## config.mk

```make
export PLATFORM = sky130hd
export DESIGN_NAME = sync_master_rx
export DESIGN_NICKNAME = d
export VERILOG_FILES = /design/src/rtl/rx_pkg.sv /design/src/rtl/rx_clkgen.sv /design/src/rtl/rx_shifter.sv /design/src/rtl/rx_fifo.sv /design/src/rtl/sync_master_rx.sv
export SDC_FILE = /design/constraint.sdc
export NUM_CORES = 1
export LEC_CHECK = 0
export CORE_MARGIN = 2
export CORE_UTILIZATION = 30
export CTS_CLUSTER_DIAMETER = 50
export DETAILED_ROUTE_END_ITERATION = 7
export PLACE_DENSITY_LB_ADDON = 0.15
export SETUP_SLACK_MARGIN = 0.15
export SYNTH_ARGS = -nofsm -noshare
export SYNTH_HDL_FRONTEND = slang
export SYNTH_SLANG_ARGS = --single-unit
```

## constraint.sdc

```tcl
create_clock -name clk -period 5.3 [get_ports clk]
set_input_delay 0.53 -clock clk [delete_from_list [all_inputs] [get_ports clk]]
set_output_delay 0.53 -clock clk [all_outputs]
set_load 0.01 [all_outputs]
```

## src/rtl/rx_pkg.sv

```systemverilog
package rx_pkg;
    localparam int RX_DATA_W = 8;

    typedef struct packed {
        logic                 b9;
        logic [RX_DATA_W-1:0] data;
    } rx_word_t;
endpackage

```

## src/rtl/rx_clkgen.sv

```systemverilog
module rx_clkgen #(
    parameter int DIV_W = 8
) (
    input  logic             clk,
    input  logic             rst_n,
    input  logic             active,
    input  logic [DIV_W-1:0] div_val,
    output logic             sclk,
    output logic             fall_tick
);
    typedef struct packed {
        logic [DIV_W-1:0] cnt;
        logic             sclk;
    } gen_st_t;

    gen_st_t st_d, st_q;

    always_comb begin
        st_d      = st_q;
        fall_tick = 1'b0;
        if (!active) begin
            st_d = '0;
        end else if (st_q.cnt == div_val) begin
            st_d.cnt  = '0;
            st_d.sclk = ~st_q.sclk;
            fall_tick = st_q.sclk;
        end else begin
            st_d.cnt = st_q.cnt + 1'b1;
        end
    end

    always_ff @(posedge clk or negedge rst_n) begin
        if (!rst_n) st_q <= '0;
        else        st_q <= st_d;
    end

    assign sclk = st_q.sclk;

    // inactive reception parks the clock low
    a_r2_idle_low: assert property (@(posedge clk) disable iff (!rst_n)
        !active |=> !sclk);

    // the clock only changes after the divider limit is reached
    a_r2_toggle_at_limit: assert property (@(posedge clk) disable iff (!rst_n)
        (sclk != $past(sclk)) |-> ($past(!active) || ($past(st_q.cnt) == $past(div_val))));
endmodule

```

## src/rtl/rx_shifter.sv

```systemverilog
module rx_shifter
    import rx_pkg::*;
(
    input  logic     clk,
    input  logic     rst_n,
    input  logic     active,
    input  logic     fall_tick,
    input  logic     sdata,
    input  logic     wide9,
    output logic     word_done,
    output rx_word_t word_out
);
    localparam int SH_W = RX_DATA_W + 1;
    localparam int CW   = $clog2(SH_W + 1);

    typedef struct packed {
        logic [CW-1:0]   bitn;
        logic [SH_W-1:0] sh;
    } sh_st_t;

    sh_st_t          st_d, st_q;
    logic [SH_W-1:0] assembled;
    logic [CW-1:0]   last_idx;

    always_comb begin
        last_idx                = wide9 ? CW'(RX_DATA_W) : CW'(RX_DATA_W - 1);
        assembled               = st_q.sh;
        assembled[st_q.bitn]    = sdata;
        st_d                    = st_q;
        word_done               = 1'b0;
        if (!active) begin
            st_d = '0;
        end else if (fall_tick) begin
            if (st_q.bitn == last_idx) begin
                word_done = 1'b1;
                st_d      = '0;
            end else begin
                st_d.sh   = assembled;
                st_d.bitn = st_q.bitn + 1'b1;
            end
        end
        word_out.data = assembled[RX_DATA_W-1:0];
        word_out.b9   = wide9 & assembled[RX_DATA_W];
    end

    always_ff @(posedge clk or negedge rst_n) begin
        if (!rst_n) st_q <= '0;
        else        st_q <= st_d;
    end

    // the bit counter never runs past the ninth bit position
    a_r5_bitn_bound: assert property (@(posedge clk) disable iff (!rst_n)
        st_q.bitn <= CW'(RX_DATA_W));
endmodule

```

## src/rtl/rx_fifo.sv

```systemverilog
module rx_fifo
    import rx_pkg::*;
#(
    parameter int DEPTH = 2
) (
    input  logic     clk,
    input  logic     rst_n,
    input  logic     push,
    input  rx_word_t push_word,
    input  logic     pop,
    output rx_word_t head,
    output logic     full,
    output logic     not_empty,
    output logic [$clog2(DEPTH+1)-1:0] level
);
    localparam int PW = (DEPTH > 1) ? $clog2(DEPTH) : 1;
    localparam int CW = $clog2(DEPTH + 1);

    typedef struct packed {
        rx_word_t [DEPTH-1:0] mem;
        logic [PW-1:0]        wp;
        logic [PW-1:0]        rp;
        logic [CW-1:0]        cnt;
    } fifo_st_t;

    fifo_st_t st_d, st_q;
    logic     do_pop, do_push;

    function automatic logic [PW-1:0] nxt(input logic [PW-1:0] p);
        return (p == PW'(DEPTH - 1)) ? '0 : p + 1'b1;
    endfunction

    always_comb begin
        st_d    = st_q;
        do_pop  = pop && (st_q.cnt != '0);
        do_push = push && ((st_q.cnt != CW'(DEPTH)) || do_pop);
        if (do_push) begin
            st_d.mem[st_q.wp] = push_word;
            st_d.wp           = nxt(st_q.wp);
        end
        if (do_pop) st_d.rp = nxt(st_q.rp);
        case ({do_push, do_pop})
            2'b10:   st_d.cnt = st_q.cnt + 1'b1;
            2'b01:   st_d.cnt = st_q.cnt - 1'b1;
            default: st_d.cnt = st_q.cnt;
        endcase
    end

    always_ff @(posedge clk or negedge rst_n) begin
        if (!rst_n) st_q <= '0;
        else        st_q <= st_d;
    end

    assign head      = st_q.mem[st_q.rp];
    assign full      = (st_q.cnt == CW'(DEPTH));
    assign not_empty = (st_q.cnt != '0);
    assign level     = st_q.cnt;

    // occupancy never exceeds the queue depth
    a_r6_level_bound: assert property (@(posedge clk) disable iff (!rst_n)
        st_q.cnt <= CW'(DEPTH));

    // a pop on a non-empty queue with no push lowers the level by one
    a_r6_pop_lowers: assert property (@(posedge clk) disable iff (!rst_n)
        (pop && !push && not_empty) |=> (level == $past(level) - 1'b1));
endmodule

```

## src/rtl/sync_master_rx.sv

```systemverilog
module sync_master_rx
    import rx_pkg::*;
#(
    parameter int DIV_W      = 8,
    parameter int FIFO_DEPTH = 2
) (
    input  logic                 clk,
    input  logic                 rst_n,
    input  logic [DIV_W-1:0]     div_val,
    input  logic                 nine_bit_en,
    input  logic                 one_shot_req,
    input  logic                 cont_en,
    input  logic                 irq_en,
    input  logic                 rx_sdata,
    input  logic                 rd_en,
    output logic                 rx_sclk,
    output logic [RX_DATA_W-1:0] rd_data,
    output logic                 rd_bit9,
    output logic                 data_avail,
    output logic                 irq,
    output logic                 overrun,
    output logic                 one_shot_busy
);
    localparam int LW = $clog2(FIFO_DEPTH + 1);

    typedef struct packed {
        logic single;
        logic cont_prev;
        logic ovr;
    } ctl_st_t;

    ctl_st_t  ctl_d, ctl_q;
    logic     active, fall_tick, word_done, fifo_full, fifo_ne;
    logic     push, pop, ovr_set;
    rx_word_t word, head;
    logic [LW-1:0] level;

    assign active = cont_en | ctl_q.single;

    rx_clkgen #(.DIV_W(DIV_W)) u_clkgen (
        .clk(clk), .rst_n(rst_n), .active(active), .div_val(div_val),
        .sclk(rx_sclk), .fall_tick(fall_tick)
    );

    rx_shifter u_shifter (
        .clk(clk), .rst_n(rst_n), .active(active), .fall_tick(fall_tick),
        .sdata(rx_sdata), .wide9(nine_bit_en),
        .word_done(word_done), .word_out(word)
    );

    rx_fifo #(.DEPTH(FIFO_DEPTH)) u_fifo (
        .clk(clk), .rst_n(rst_n), .push(push), .push_word(word), .pop(pop),
        .head(head), .full(fifo_full), .not_empty(fifo_ne), .level(level)
    );

    always_comb begin
        ctl_d   = ctl_q;
        pop     = rd_en && fifo_ne;
        push    = word_done && !ctl_q.ovr && (!fifo_full || pop);
        ovr_set = word_done && !ctl_q.ovr && fifo_full && !pop;
        if (ctl_q.single && word_done) ctl_d.single = 1'b0;
        else if (one_shot_req)         ctl_d.single = 1'b1;
        if (ctl_q.cont_prev && !cont_en) ctl_d.ovr = 1'b0;
        else if (ovr_set)                ctl_d.ovr = 1'b1;
        ctl_d.cont_prev = cont_en;
    end

    always_ff @(posedge clk or negedge rst_n) begin
        if (!rst_n) ctl_q <= '0;
        else        ctl_q <= ctl_d;
    end

    assign rd_data       = head.data;
    assign rd_bit9       = head.b9;
    assign data_avail    = fifo_ne;
    assign irq           = fifo_ne & irq_en;
    assign overrun       = ctl_q.ovr;
    assign one_shot_busy = ctl_q.single;

    // a word completes only at a falling shift-clock edge
    a_r1_done_on_fall: assert property (@(posedge clk) disable iff (!rst_n)
        word_done |-> (rx_sclk ##1 !rx_sclk));

    // completion into a full, unread queue raises overrun
    a_r7_overrun_set: assert property (@(posedge clk) disable iff (!rst_n)
        (word_done && fifo_full && !rd_en && cont_en) |=> overrun);

    // no queue growth while overrun is raised
    a_r8_no_fill_in_ovr: assert property (@(posedge clk) disable iff (!rst_n)
        overrun |=> (level <= $past(level)));

    // overrun persists while the continuous enable is held
    a_r9_ovr_hold: assert property (@(posedge clk) disable iff (!rst_n)
        (overrun && cont_en) |=> overrun);
endmodule

```

==> results.yml <==
synth:
  synth_area_um2: 2430
  syn_nets: 246
  synth_most_common_cell: "dfrtp_1"
  synth_edf_count: 0
  ys_dominant_reg_cell: "dfrtp_1"
  synth_top_area_frac: 0.4840
  synth_area_leader_cell: "dfrtp_1"
  synthCells: 224
  synth_compound_area_frac: 0.05304
  synth_area_per_cell_um2: 10.85
  synth-xor-area-share: 0.07209
  yosysSeqAreaShare: 0.4840
  muxShareOfSynthArea: 0.1622
  yosysUniqueCellTypes: 34
  synth-simple-area-share: 0.1735
  yosys.area_share.adder: 0.03090
  ys_seq_elements: 47
  netlist_top_cells_area: "dfrtp_1 (48%), mux2_2 (16%), xnor2_1 (4.7%), nor2_1 (3.2%), ha_1 (3.1%)"
  async_flop_share: 1.000
  ys_top_cells_by_count: "dfrtp_1 (47), mux2_2 (34), nor2_1 (21)"
  yosys_warnings: 0
  synth_top_family_by_area: "simple AND/OR/NAND/NOR gates"
clock_tree:
  cts_hold_buffers: 0
  clock-sinks: 47
  post_cts.repair.setup_buffers: 0
  cts_root_buffer: "clkbuf_8"
  path_clk_slew_ps: 90
  cts_buffer_depth: 2
  cts_max_level: 2
  cts_tree: "built"
  cts_resized: 0
  numCtsBuffers: 5
  clk_latency_ps: 290
drt:
  totalWireLength_um: 5025
  final_antenna_net_count: 0
  avgRoutedWirePerCell_um: 14.15
  avgViaCountPerCell: 4.746
  route.detailed.drc: 0
  drt_iter0_drc: 63
  drt-pass1-iter-count: 4
  vias: 1685
global_routing:
  antenna_found_initial: 0
  grt_pass1_vias: 1785
  overflow: 0
  gr-usage-all-layers: 0.1254
  grt_pass1_wl_um: 8694
  grt_max_degree: 48
min_path:
  worstHoldPathType: "primary input to async pin"
sta:
  finalClockSkew_ps: 2.705
  fmax_mhz: 353.4
  timing.final.crit_share: 0.5339
  worst_pin_slew_ps: 960.4
  slew_headroom: 0.3574
  hold_viol: 0
  setup_tns_ps: 0
  setup_viol: 0
  grt_setup_unrepaired: "false"
  drv_slew: 0
  min_period_ps: 2830
floorplanning:
  dieArea_um2: 8835
  rows: 32
  start_util: 0.3128
  io_pins: 30
  die_w_um: 94.00
  placeableCoreArea_um2: 7767
  die_y_um: 94.00
worst_setup_path:
  criticalPathCategory: "primary input to flip-flop"
  cp_slowest_cell: "or3_1"
  reg2reg_slack_ps: 2690
  cp.required_ps: 5520
  crit_path_cell_trace: "clkdlybuf4s50_1, xnor2_1, nand4_1, or3_1, or2_2, ha_1, nor2_1, xor2_1"
  cp-end-kind: "flip-flop"
  worstSetupStartpointType: "primary input"
  crit_buf_inv: 1
  slowest_delay_ps: 690
  crit_family: "simple AND/OR/NAND/NOR gates"
  cp_data_arrival_time_ps: 3050
  path_max_fanout: 18
finish:
  fin_util: 0.3731
  area_growth_pct: 19.26
  multi_input_area_um2: 1195
  n_fill_cell: 817
  final_nets: 274
  ff_latch_area_um2: 1176
  final_area_um2: 2898
  antenna_cells: 0
  drive_above_1_share: 0.2055
job:
  drv_cap: 0
pwr:
  vdd_drop_max_mv: 0.1114
  leakage_uw: 0.001233
  power_uw: 913.1
  power_density_nw_per_um2: 315.1
placed_design:
  portBuffers: 29
  place_hpwl_um: 3417
  postPlaceCellArea_um2: 2814
  finalWeightedCongestion: 0.7124
run_status:
  status: "complete, no violations"
-- sequential cells by signal, indices dropped and copies added (netlist names) --
signal          cells
u_fifo.level        2
u_fifo.st_q        20
overrun             1
u_clkgen.st_q       8
u_clkgen.sclk       1
one_shot_busy       1
u_shifter.st_q     13
ctl_q               1
-- cells by family after synthesis --
| logic type | count (synthesis) |
|---|---|
| xor+xnor | 20 |
| mux | 35 |
| fa+ha+maj | 6 |
| simple gates | 79 |
| compound gates | 22 |
| buf+inv | 15 |
| flops | 47 |
-- cell usage in the layout (no fill, tap or decap) --
cell type        instances
o22ai_1                  1
o211ai_1                 1
nor2_1                  21
buf_2                    1
a21boi_0                 1
ha_1                     6
clkbuf_8                 5
and3_1                   2
inv_1                    6
nor4b_1                  1
o21a_1                   1
mux2_2                  34
a21oi_1                 13
nor3_4                   2
clkdlybuf4s50_1         28
or3_1                    1
o21ai_1                  1
or2_2                    4
nand4_1                 11
or4b_2                   1
nand3_1                  9
o21ai_0                  1
clkinv_2                 3
mux2_1                   1
nor2b_1                  1
nand2_1                 18
o2bb2ai_1                1
o32ai_1                  1
and2_1                   2
xor2_1                   7
o31ai_1                  1
buf_4                    1
dfrtp_1                 47
nand3b_1                 5
nand3_2                  1
xnor2_1                 13
-- per-layer routing --
layer / track usage / part of all wire
met1: 0.1697 / 0.50
met3: 0.03050 / 0.035
met5: 0 / 0
met4: 0.05072 / 0.028
met2: 0.1923 / 0.44
-- path summary, 6_finish.rpt --
path,from,endpoint,depth (start not counted)
setup / recovery,div_val[4],u_fifo.level[1]$_DFFE_PN0P_,8
hold / removal,rst_n,u_clkgen.st_q[4]$_DFF_PN0_,2
setup reg to reg,u_clkgen.st_q[1]$_DFF_PN0_,u_fifo.level[1]$_DFFE_PN0P_,7
hold reg to reg,u_fifo.level[1]$_DFFE_PN0P_,u_fifo.level[1]$_DFFE_PN0P_,1
max in group asynchronous,rst_n,u_shifter.st_q[4]$_DFFE_PN0P_,2
min in group clk,u_fifo.level[1]$_DFFE_PN0P_,u_fifo.level[1]$_DFFE_PN0P_,1
-- final cells by class --
cell class / instances / share of cell area
Tap cell: 102 / 0.04404
Multi-Input combinational cell: 162 / 0.4124
Clock inverter: 3 / 0.005181
Sequential cell: 47 / 0.4059
Clock buffer: 5 / 0.02375
Timing Repair Buffer: 30 / 0.1010
Inverter: 6 / 0.007772
-- worst reg2reg max path, cell delays in order (launching register included) --
cell and delay (ps):
dfrtp_1 460, xnor2_1 160, nand4_1 160, or3_1 660
or2_2 450, ha_1 330, nor2_1 160, xor2_1 150
-- stage by stage --
stage	cells	worst slack [ps]	hold slack [ps]
after floorplan	224	3005	234.4
after global placement	347	2154	472.5
after detailed placement	347	2118	481.0
after CTS	355	2444	338.8
after global routing	355	2344	354.6
final	355	2470	312.1
-- report_power, final --
group	internal [uW]	leakage, uW	switching [uW]
Clock	90.5	0.0000477	119
Combinational	121	0.000559	87.7
Sequential	408	0.000626	87.2
Total	620	0.00123	293
Power figures use the tool's default switching activity.
